--- config.mk ---
export PLATFORM = sky130hd
export DESIGN_NAME = pio_group
export DESIGN_NICKNAME = d
export VERILOG_FILES = /design/src/rtl/pio_pkg.sv /design/src/rtl/pio_ctrl_reg.sv /design/src/rtl/pio_out_latch.sv /design/src/rtl/pio_read_mux.sv /design/src/rtl/pio_group.sv
export SDC_FILE = /design/constraint.sdc
export NUM_CORES = 1
export LEC_CHECK = 0
export CORE_ASPECT_RATIO = 1.2
export CORE_MARGIN = 5
export CORE_UTILIZATION = 42
export DETAILED_ROUTE_END_ITERATION = 16
export PLACE_DENSITY = 0.8
export SLEW_MARGIN = 20
export SYNTH_ARGS = -nofsm -noshare
export SYNTH_HDL_FRONTEND = slang
export SYNTH_SLANG_ARGS = --single-unit
--- constraint.sdc ---
create_clock -name clk -period 2 [get_ports clk]
set_input_delay 0.5 -clock clk [delete_from_list [all_inputs] [get_ports clk]]
set_output_delay 0.5 -clock clk [all_outputs]
set_load 0.01 [all_outputs]
--- src/rtl/pio_pkg.sv ---
package pio_pkg;
    parameter int PORT_W   = 8;
    parameter int NUM_PORT = 3;
    localparam int BUS_W   = PORT_W * NUM_PORT;
    localparam int HALF_W  = PORT_W / 2;
    localparam int CFG_W   = 7;

    // Register addresses
    localparam logic [1:0] ADR_A    = 2'd0;
    localparam logic [1:0] ADR_B    = 2'd1;
    localparam logic [1:0] ADR_C    = 2'd2;
    localparam logic [1:0] ADR_CTRL = 2'd3;

    // Direction bit positions within the configuration field
    localparam int DIR_CLO = 0;
    localparam int DIR_B   = 1;
    localparam int DIR_CHI = 3;
    localparam int DIR_A   = 4;

    // Reset: every group input, mode fields zero
    localparam logic [CFG_W-1:0] CFG_RESET =
        CFG_W'((1 << DIR_CLO) | (1 << DIR_B) | (1 << DIR_CHI) | (1 << DIR_A));

    typedef struct packed {
        logic [CFG_W-1:0] cfg;
        logic             gate_off;
    } ctrl_state_t;

    // Configuration bit that steers a given pad bit
    function automatic int dir_bit_of(input int pin);
        int port;
        int sub;
        port = pin / PORT_W;
        sub  = pin % PORT_W;
        if (port == 0)           return DIR_A;
        else if (port == 1)      return DIR_B;
        else if (sub < HALF_W)   return DIR_CLO;
        else                     return DIR_CHI;
    endfunction
endpackage

--- src/rtl/pio_ctrl_reg.sv ---
module pio_ctrl_reg
    import pio_pkg::*;
(
    input  logic             clk,
    input  logic             rst_n,
    input  logic             ctrl_wr,
    input  logic [7:0]       ctrl_wdata,
    input  logic             strap_force_en,
    output logic [CFG_W-1:0] cfg,
    output logic             gate_off,
    output logic             drv_en
);
    ctrl_state_t st_d, st_q;

    always_comb begin
        st_d = st_q;
        if (ctrl_wr) begin
            if (ctrl_wdata[7]) begin
                st_d.cfg      = ctrl_wdata[CFG_W-1:0];
                st_d.gate_off = 1'b1;
            end else begin
                st_d.gate_off = 1'b0;
            end
        end
    end

    always_ff @(posedge clk or negedge rst_n) begin
        if (!rst_n) begin
            st_q.cfg      <= CFG_RESET;
            st_q.gate_off <= 1'b1;
        end else begin
            st_q <= st_d;
        end
    end

    assign cfg      = st_q.cfg;
    assign gate_off = st_q.gate_off;
    assign drv_en   = strap_force_en | ~st_q.gate_off;
endmodule

--- src/rtl/pio_out_latch.sv ---
module pio_out_latch #(
    parameter int W = 8
) (
    input  logic         clk,
    input  logic         rst_n,
    input  logic         load,
    input  logic [W-1:0] load_data,
    output logic [W-1:0] q
);
    logic [W-1:0] val_d, val_q;

    always_comb begin
        val_d = val_q;
        if (load) val_d = load_data;
    end

    always_ff @(posedge clk or negedge rst_n) begin
        if (!rst_n) val_q <= '0;
        else        val_q <= val_d;
    end

    assign q = val_q;
endmodule

--- src/rtl/pio_read_mux.sv ---
module pio_read_mux
    import pio_pkg::*;
(
    input  logic             clk,
    input  logic             rst_n,
    input  logic             rd_en,
    input  logic [1:0]       rd_addr,
    input  logic [BUS_W-1:0] latch_vals,
    input  logic [BUS_W-1:0] pin_vals,
    input  logic [BUS_W-1:0] pin_is_in,
    input  logic [CFG_W-1:0] cfg,
    input  logic             gate_off,
    output logic [7:0]       rdata
);
    logic [BUS_W-1:0] merged;
    logic [7:0]       rd_d, rd_q;

    always_comb begin
        merged = (pin_vals & pin_is_in) | (latch_vals & ~pin_is_in);
        rd_d   = rd_q;
        if (rd_en) begin
            case (rd_addr)
                ADR_A:   rd_d = merged[0*PORT_W +: PORT_W];
                ADR_B:   rd_d = merged[1*PORT_W +: PORT_W];
                ADR_C:   rd_d = merged[2*PORT_W +: PORT_W];
                default: rd_d = {gate_off, cfg};
            endcase
        end
    end

    always_ff @(posedge clk or negedge rst_n) begin
        if (!rst_n) rd_q <= '0;
        else        rd_q <= rd_d;
    end

    assign rdata = rd_q;
endmodule

--- src/rtl/pio_group.sv ---
module pio_group
    import pio_pkg::*;
(
    input  logic        clk,
    input  logic        rst_n,
    input  logic [1:0]  bus_addr,
    input  logic [7:0]  bus_wdata,
    input  logic        bus_wr,
    input  logic        bus_rd,
    output logic [7:0]  bus_rdata,
    input  logic        strap_force_en,
    input  logic [23:0] pin_in,
    output logic [23:0] pin_out,
    output logic [23:0] pin_oe
);
    logic [CFG_W-1:0] cfg;
    logic             gate_off;
    logic             drv_en;
    logic [BUS_W-1:0] latch_vals;
    logic [BUS_W-1:0] pin_is_in;

    pio_ctrl_reg u_ctrl (
        .clk            (clk),
        .rst_n          (rst_n),
        .ctrl_wr        (bus_wr && (bus_addr == ADR_CTRL)),
        .ctrl_wdata     (bus_wdata),
        .strap_force_en (strap_force_en),
        .cfg            (cfg),
        .gate_off       (gate_off),
        .drv_en         (drv_en)
    );

    for (genvar p = 0; p < NUM_PORT; p++) begin : g_port
        pio_out_latch #(.W(PORT_W)) u_latch (
            .clk       (clk),
            .rst_n     (rst_n),
            .load      (bus_wr && (bus_addr == 2'(p))),
            .load_data (bus_wdata[PORT_W-1:0]),
            .q         (latch_vals[p*PORT_W +: PORT_W])
        );
    end

    for (genvar i = 0; i < BUS_W; i++) begin : g_dir
        localparam int DB = dir_bit_of(i);
        assign pin_is_in[i] = cfg[DB];
        assign pin_oe[i]    = ~cfg[DB] & drv_en;
    end

    pio_read_mux u_rmux (
        .clk        (clk),
        .rst_n      (rst_n),
        .rd_en      (bus_rd),
        .rd_addr    (bus_addr),
        .latch_vals (latch_vals),
        .pin_vals   (pin_in),
        .pin_is_in  (pin_is_in),
        .cfg        (cfg),
        .gate_off   (gate_off),
        .rdata      (bus_rdata)
    );

    assign pin_out = latch_vals;
endmodule

# == After elaboration in Yosys (flattened, before gate mapping) ==
# Index checks and enable logic that the tools add are counted.
# op_classes
n_eq_ne,3
bitwise_logic,14
n_reduce_logical,6
mux,2
# op_table
operator,count
$and A24 B24 Y24,2
$not A24 Y24,1
$or A24 B24 Y24,1
$pmux W8 S3,1
$not A1 Y1,5
$and A1 B1 Y1,4
$eq A2 B2 Y1 const B,2
$logic_and A1 B1 Y1,4
$eq A2 B1 Y1 const B,1
$logic_not A2 Y1,1
$reduce_and A2 Y1,1
$mux W1,1
$or A1 B1 Y1,1
# totals
regBits,40
output_inout_bits,56

# == Depth between registers and ports, before layout ==
# Gate-level depths: netlist (run 1).
# depth
word_depth,4
ltp_mapped,4
ltp_nobuf,3

# == Hierarchy ==
# A second synthesis (run 1) with hierarchy kept.
# hier_totals
hier_cells,149
hier_area_um2,2357.3
# by_module_without_submodules
mod,n_inst,seq_area_each_um2,area_each_um2,cells_each
pio_out_latch,3,200.2,331.6,17
pio_read_mux,1,200.2,843.3,51
pio_ctrl_reg,1,206.4,306.5,19
pio_group,1,0.0,212.7,28

# == Worst setup path after synthesis (run 1) ==
# No wires, ideal clock.
# synth_path
path_type,register -> register
from,"register, netlist name u_ctrl.cfg[4]"
to,register u_rmux.rd_q[0] (netlist: u_rmux.rdata[0])
arrival_ns,1.642
t_required_ns,1.875
setup_slack_ns,0.233
stages_incl_launch_ff,5
period_less_slack_ns,1.767
n_path_buf,1
cell_sequence,dfstp_2 -> buf_6 -> mux2_1 -> mux4_2 -> mux2_4
# synth_between
elab_chain_len,4
# synth_lines
element,line,source
$not A24 Y24,pio_read_mux.sv:19,merged = (pin_vals & pin_is_in) | (latch_vals & ~pin_is_in);
$and A24 B24 Y24,pio_read_mux.sv:19,
$or A24 B24 Y24 *,pio_read_mux.sv:19,
$pmux W8 S3 *,pio_read_mux.sv:22,case (rd_addr)
to (signal assigned),pio_read_mux.sv:33,else rd_q <= rd_d;
to (decl),pio_read_mux.sv:16,"logic [7:0] rd_d, rd_q;"
# Every way passes the cells marked *; elsewhere a longest branch is shown, timed or not.
# A chain may end at the register's enable or synchronous reset.

# == Worst setup path after layout (run 1) ==
# layout_path
from,"register, netlist name u_ctrl.gate_off"
to,output port pin_oe[23]
# layout_between
elab_chain_len,3
# layout_lines
element,line,source
$not A1 Y1,pio_ctrl_reg.sv:38,assign drv_en = strap_force_en | ~st_q.gate_off;
$or A1 B1 Y1,pio_ctrl_reg.sv:38,
$and A1 B1 Y1,pio_group.sv:46,assign pin_oe[i] = ~cfg[DB] & drv_en;
to (decl),pio_group.sv:14,output logic [23:0] pin_oe
# No other way between the ends.

==> results of run 1 <==
## cells in the final DEF, fill, tap and decap left out
cell	count
clkdlybuf4s50_1	68
dfrtp_1	35
mux2_2	34
mux2_1	22
clkbuf_2	18
buf_4	18
mux4_2	8
mux2_4	7
clkbuf_8	7
dlygate4sd2_1	7
dfstp_2	3
nor2_2	2
nand3b_1	2
nand2_1	2
buf_12	2
dfstp_4	2
nor2b_4	1
nor2_4	1
nor2_1	1
nand4_1	1
nor3b_2	1
nand3_1	1
clkbuf_1	1
buf_2	1
## routing by layer
metal	track usage	up-vias	wire length, um
li1	-	713	-
met1	0.209	800	2480
met2	0.317	64	2970
met3	0.0625	7	360
met4	0.0583	0	80
met5	0	-	0
## stage by stage
step	util	cells	TNS [ps]	setup slack, ps
2_1_floorplan	-	150	0	233
3_5_place_dp	0.627	292	-11870	-546
3_3_place_gp	0.627	292	-10560	-488
5_1_grt	0.640	305	-98.6	-49.4
4_1_cts	0.655	305	-19.1	-8.95
6_report	0.640	305	0	14.1
## cell type report
type                            instances  area [um2]
Fill cell                             411        1800
Sequential cell                        40        1010
Timing Repair Buffer                  114        1010
Multi-Input combinational cell         83        1000
Clock buffer                            8         100
Tap cell                               60        75.1
## worst paths after layout
kind | endpoint | from
max | pin_oe[23] | u_ctrl.gate_off
min | u_rmux.rdata[4] | rst_n
max reg2reg | u_rmux.rdata[7] | u_ctrl.cfg[4]
min reg2reg | u_ctrl.cfg[6] | u_ctrl.cfg[6]
max in group asynchronous | u_ctrl.cfg[3] | rst_n
min in group clk | u_ctrl.cfg[6] | u_ctrl.cfg[6]
## cell usage after synthesis
master / n / share of area
nor2_1: 4 / 0.0068
dfrtp_1: 35 / 0.40
buf_2: 1 / 0.0023
nand3_1: 1 / 0.0023
mux2_4: 7 / 0.048
buf_4: 22 / 0.075
nand4_1: 1 / 0.0028
mux4_2: 8 / 0.082
dfstp_2: 5 / 0.060
buf_6: 3 / 0.015
mux2_2: 34 / 0.17
nand3b_1: 2 / 0.0068
nor3b_2: 1 / 0.0057
nor2b_1: 1 / 0.0028
clkbuf_1: 1 / 0.0017
mux2_1: 22 / 0.11
nand2_1: 2 / 0.0034
## kinds of logic (layout without fill, tap and decap cells)
logic type             after synthesis  after routing  synth area share
muxes                               71             71             0.417
DFF                                 40             40             0.458
buffers and inverters               27            122            0.0945
and+or+nand+nor                     12             12            0.0307
## power by group through the flow
stage	Combinational, uW	Sequential, uW	Clock [uW]
finish	1160	1200	597
global route	1240	1230	652
CTS	1200	1200	612
detailed placement	1240	1210	0
global placement	1210	1200	0
floorplan	672	1180	0
## registers in the layout, summed over array words and instances (netlist names)
| signal | cells |
|---|---|
| u_rmux.rdata | 8 |
| u_ctrl.gate_off | 1 |
| g_port.u_latch.q | 24 |
| u_ctrl.cfg | 7 |
## timing repair
| item | 4_1_cts | 5_1_grt |
|---|---|---|
| pin swaps | 2 | 0 |
| resized for setup | 42 | 27 |
| hold endpoints to repair | 0 | 0 |
| buffers inserted | 5 | 0 |
| setup endpoints to repair | 24 | 21 |
| cloned | 0 | 0 |
==> results.toml, run 1 <==
[synth]
ys_ff_latch = 40
avgSynthCellArea_um2 = 14.7
yosysWarnings = 0
ys_seq_area_frac = 0.458
synth.net_count = 189
ys_types = 17
syn_inst = 150
syn_area_mm2 = 0.00220

[detailed_routing]
wl_mm = 5.89
avgRoutedWirePerCell_um = 19.3
via_count = 1584
drtPass1Iterations = 4
via_per_inst = 5.19
postRouteAntennaNets = 0
drt-initial-drc-count = 38
route.detailed.drc = 0

[pwr]
ir_drop_uv = 534
p_int_uw = 2070
swShare = 0.299
net-switching-power_uw = 884
p_total_uw = 2950
leakagePower_uw = 0.00138
clock_power_share = 0.202
combPwrFrac = 0.391
powerDensity_mw_per_mm2 = 921
p_seq_frac = 0.406

[finish]
antenna_cells = 0
areaGrowthSynthToFinish_pct = 45.8
fin_nets = 283
final_area_mm2 = 0.00321
drive_gt1_frac = 0.429

[timing]
setup_violations = 0
finalCritPeriodShare = 0.993
fin_crit_ps = 1990
relSlewSlack = 0.686
fmax_ghz = 0.504
tightest_slew_ps = 470
slew_viol_final = 0
skew_ps = 5.08
rsz0062_at_grt = "yes"
hold_violations = 0
holdWs_ps = 151

[critical_path]
criticalPathCategory = "reg -> out"
required_ps = 1500
cpMaxStageDelayCell = "dfstp_2"
end_kind = "primary output"
arrival_ps = 1490
cp_max_fo = 4
worst-path-stages = 4
cp_slowest_stage_delay_ps = 550
cp_cell_sequence = "nor2b_4 > buf_4 > nor2_2 > dlygate4sd2_1"
path_buf_inv = 2
ff2ff_path_depth = 3
start_kind = "flip-flop"
rrSetupSlack_ps = 60
critPathTopFamily = "flip-flops"

[global_routing]
gr-total-overflow = 0
antenna_found_initial = 0
grt_max_degree = 23
grt_pass1_wl_mm = 9.46
grt_util_all_layers = 0.181
grt_pass1_vias = 1762

[run]
maxCapViolations = 0

[place]
dpl_cell_area_mm2 = 0.00314
portBuffers = 94
gp_congestion = 0.768
hpwl_mm = 4.32

[floorplan]
fp.dieH_um = 89.3
num_rows = 28
start_util = 0.439
die_area_mm2 = 0.00679
die-width_um = 76.0
ios = 95
core_area_mm2 = 0.00501

[clocking]
h-tree-depth = 2
cts-buffers-inserted = 5
holdBufCountCts = 0
cts-root-buf = "clkbuf_8"
insertion_delay_ps = 290
numClockSinks = 40
cts.reportedPaths.clkPinSlew_ps = 70
tritoncts = "yes"
cts_buffer_depth = 2

[worst_hold_path]
min_path_type = "in -> async"

[run_status]
status = "finished clean"
No activity file was read; power rests on OpenSTA's default activity.
==> inputs of run 2 (changes only) <==
CORE_MARGIN = 1   (was 5)
CORE_UTILIZATION = 30   (was 42)
PLACE_DENSITY = default   (was 0.8)
==> run 2 against run 1 <==
Compared with the run above:
- setup slack better by 63 ps
- critical endpoint is now u_rmux.rdata[1]
- cell count up 7.5%
- critical path depth down 1
- die area up 13%
- sequential share of layout area down 0.26 points
- flip-flop and latch count unchanged
- clock power down 7.2%
- final area up 0.82%
==> results.toml, run 2 (synthesis results as in run 1) <==
[worst_hold_path]
min_path_type = "in -> async"

[place]
place_inst = 319
hpwl_mm = 4.10
portBuffers = 94
gp_congestion = 0.671

[finish]
seqCellArea_mm2 = 0.00101
multiInputGateArea_mm2 = 0.00101
largest_reg_flops = 24
antenna_cells = 0
final_cell_mix = "clkdlybuf4s50_1, dfrtp_1, mux2_2"
num-fill-cells = 644
drive_gt1_frac = 0.415
fin_cells = 328
fin_util = 0.463
fin_nets = 279
areaGrowthSynthToFinish_pct = 47.0
final_common_cell = "clkdlybuf4s50_1"

[timing]
rsz0062_at_grt = "no"
hold_violations = 0
relSlewSlack = 0.681
slew_viol_final = 0
setup_violations = 0
skew_ps = 3.29
fmax_ghz = 0.520
tightest_slew_ps = 478
finalCritPeriodShare = 0.961
fin_crit_ps = 1920
holdWs_ps = 152

[critical_path]
required_ps = 2180
startpoint = "u_ctrl.cfg[4]"
cp_max_fo = 11
start_kind = "flip-flop"
end_kind = "flip-flop"
arrival_ps = 2110
rr_startpoint = "u_ctrl.cfg[4]"
criticalPathCategory = "reg -> reg"

[clocking]
cts_buffer_depth = 2
numClockSinks = 40
cts.reportedPaths.clkPinSlew_ps = 70
h-tree-depth = 2
cts-buffers-inserted = 5
insertion_delay_ps = 290
holdBufCountCts = 0
tritoncts = "yes"
cts-root-buf = "clkbuf_8"

[pwr]
leakagePower_uw = 0.00135
combPwrFrac = 0.394
clock_power_share = 0.191
p_seq_frac = 0.415
p_int_uw = 2030
ir_drop_uv = 329
powerDensity_mw_per_mm2 = 895
swShare = 0.298
net-switching-power_uw = 863

[floorplan]
fp.dieH_um = 95.8
num_rows = 33
ios = 95
core_area_mm2 = 0.00698
die-width_um = 80.1
start_util = 0.315
die_area_mm2 = 0.00768

[global_routing]
grt_util_all_layers = 0.154
gr-total-overflow = 0
grt_pass1_wl_mm = 8.51
grt_max_degree = 22
antenna_found_initial = 0
grt_pass1_vias = 1556

[detailed_routing]
route.detailed.drc = 0
avgRoutedWirePerCell_um = 16.6
wl_mm = 5.45
drtPass1Iterations = 4
postRouteAntennaNets = 0
via_count = 1534
via_per_inst = 4.68
drt-initial-drc-count = 64

[run_status]
status = "finished clean"

[run]
maxCapViolations = 0
[run 2: final timing paths]
path	endpoint	slack [ps]	cells past startpoint
min in group clk	u_ctrl.gate_off	470	2
min	u_rmux.rdata[4]	150	1
max reg2reg	u_rmux.rdata[1]	80	3
max	u_rmux.rdata[1]	80	3
min reg2reg	u_ctrl.gate_off	470	2
max in group asynchronous	u_ctrl.cfg[4]	1280	2
[run 2: what timing repair did]
item / in CTS / in global routing
resized for setup: 34 / 40
setup endpoints to repair: 24 / 29
setup buffers: 0 / 1
[run 2: worst max-delay path: stages (launching register included)]
cell and delay [ps]:
dfstp_4 740, mux2_1 350, mux4_2 460, mux2_4 260
[run 2: per-stage QoR]
step | worst slack (ps) | area (um2) | power, uW | TNS, ps
floorplan | 233 | 2200 | 1850 | 0
finish | 77.3 | 3230 | 2890 | 0
global route | 18.1 | 3230 | 3080 | 0
global placement | -459 | 3170 | 2420 | -10460
detailed placement | -551 | 3170 | 2440 | -12310
CTS | 2.89 | 3260 | 2940 | 0
[run 2: layer usage]
metal | GRT usage | wire length, um | part of all wire
met4 | 0.0446 | 64 | 0.012
met2 | 0.246 | 2640 | 0.48
met1 | 0.206 | 2420 | 0.44
met5 | 0 | 0 | 0
met3 | 0.0408 | 335 | 0.061
[run 2: cell type report]
cell class / instances / share of cell area
clock inverter: 2 / 0.00310
multi-input combinational: 83 / 0.313
timing repair buffer: 110 / 0.311
tap: 87 / 0.0337
sequential: 40 / 0.314
clock buffer: 6 / 0.0256
[run 2: power groups by stage]
stage / sequential (uW) / clock [uW] / combinational [uW]
floorplan: 1180 / 0 / 672
global placement: 1210 / 0 / 1210
detailed placement: 1210 / 0 / 1230
CTS: 1200 / 574 / 1160
global route: 1230 / 615 / 1240
finish: 1200 / 554 / 1140
==> inputs of run 3 (changes only) <==
CORE_ASPECT_RATIO = 0.8   (was 1.2)
==> run 3 against run 2 <==
Compared with the run above:
- final area rose by 0.58%
- clock power fell by 5.2%
- sequential share of layout area fell by 0.18 points
- first-iteration DRC count fell by 34%
- critical endpoint is now pin_oe[21]
- critical path type is now reg -> out
- the flow now finishes with violations (design-rule violations)
- maximum frequency fell by 1.5%
- sequential power barely moved
==> results.toml, run 3 (synthesis results as in run 1) <==
[floorplan]
num_rows = 27
die_area_mm2 = 0.00768
die-width_um = 97.7
fp.dieH_um = 78.6
start_util = 0.314
core_area_mm2 = 0.00699
ios = 95

[finish]
fin_cells = 331
num-fill-cells = 637
drive_gt1_frac = 0.381
fin_util = 0.465
final_common_cell = "clkdlybuf4s50_1"
antenna_cells = 0
final_cell_mix = "clkdlybuf4s50_1, dfrtp_1, mux2_2"
fin_nets = 282
largest_reg_flops = 24
areaGrowthSynthToFinish_pct = 47.9

[run_status]
violations = "design-rule violations"
status = "complete, but fails checks"

[detailed_routing]
drtPass1Iterations = 10
via_count = 1533
avgRoutedWirePerCell_um = 17.2
via_per_inst = 4.63
wl_mm = 5.71
route.detailed.drc = 10
drt-initial-drc-count = 42
postRouteAntennaNets = 0

[pwr]
leakagePower_uw = 0.00137
ir_drop_uv = 278
powerDensity_mw_per_mm2 = 891
p_total_uw = 2900

[clocking]
insertion_delay_ps = 290
cts_buffer_depth = 2
tritoncts = "yes"
numClockSinks = 40
cts.reportedPaths.clkPinSlew_ps = 70
cts-buffers-inserted = 5
h-tree-depth = 2
cts-root-buf = "clkbuf_8"

[timing]
fmax_ghz = 0.513
finalCritPeriodShare = 0.976
fin_crit_ps = 1950
setup_violations = 0
rsz0062_at_grt = "yes"
hold_violations = 0
skew_ps = 7.31
tightest_slew_ps = 486
slew_viol_final = 0
relSlewSlack = 0.676

[worst_hold_path]
min_path_type = "in -> async"

[critical_path]
criticalPathCategory = "reg -> out"
cp_cell_sequence = "nor2b_4 > nor2_1 > dlygate4sd2_1"
rrSetupSlack_ps = 80
cp_slowest_stage_delay_ps = 540
path_buf_inv = 1
cp_max_fo = 4
end_kind = "primary output"
critPathTopFamily = "flip-flops"
arrival_ps = 1450
cpMaxStageDelayCell = "dfstp_2"
start_kind = "flip-flop"
required_ps = 1500

[global_routing]
grt_pass1_vias = 1641
antenna_found_initial = 0
grt_pass1_wl_mm = 8.98
gr-total-overflow = 0
grt_max_degree = 22
grt_util_all_layers = 0.156

[place]
hpwl_mm = 4.30
gp_congestion = 0.711
portBuffers = 94
place_inst = 319

[run]
maxCapViolations = 0
[run 3: changes by cell type in the layout (fill, tap and decap cells not counted), sizes merged]
| cell | before | now |
|---|---|---|
| clkbuf | 21 | 16 |
| clkdlybuf4s15 | 9 | 1 |
| buf | 17 | 20 |
| dlygate4sd2 | 1 | 15 |
| clkinv | 2 | 1 |
[run 3: repair_timing]
action / CTS / global route
setup endpoints to repair: 24 / 17
hold buffers: 0 / 0
resized for setup: 37 / 15
buffers inserted: 4 / 0
pin swaps: 2 / 0
hold endpoints to repair: 0 / 0
[run 3: report_power, final]
part	switching (uW)	internal (uW)	leakage, uW	total (uW)
Clock	280	245	0.0000422	525
Sequential	186	1010	0.000469	1200
Combinational	417	757	0.000862	1170
Total	883	2010	0.00137	2900
[run 3: final timing paths]
path / startpoint / to / depth (start not counted)
max reg2reg: u_ctrl.cfg[4] / u_rmux.rdata[1] / 3
min in group clk: u_rmux.rdata[7] / u_rmux.rdata[7] / 1
min: rst_n / u_rmux.rdata[4] / 1
max in group asynchronous: rst_n / u_ctrl.cfg[3] / 2
min reg2reg: u_rmux.rdata[7] / u_rmux.rdata[7] / 1
max: u_ctrl.gate_off / pin_oe[21] / 3
[run 3: final cells by class]
type,instances,area (um2),share of cell area
clock inverter,1,5.00,0.00154
tap,87,109,0.0335
multi-input combinational,83,1010,0.309
timing repair buffer,113,1040,0.320
sequential,40,1010,0.312
clock buffer,7,76.3,0.0235
[run 3: stage by stage]
stage	worst slack (ps)	cell area, um2	hold WS (ps)	TNS (ps)
finish	48.8	3250	160	0
CTS	-48.4	3280	166	-190
global route	-32.1	3250	181	-208
detailed placement	-500	3170	468	-11140
global placement	-444	3170	470	-10080
floorplan	233	2200	204	0
[run 3: metal layers]
| layer | wire length [um] | vias up | track usage |
|---|---|---|---|
| li1 | - | 708 | - |
| met1 | 2610 | 772 | 0.199 |
| met2 | 2710 | 46 | 0.252 |
| met3 | 313 | 7 | 0.0436 |
| met4 | 80 | 0 | 0.0561 |
| met5 | 0 | - | 0 |
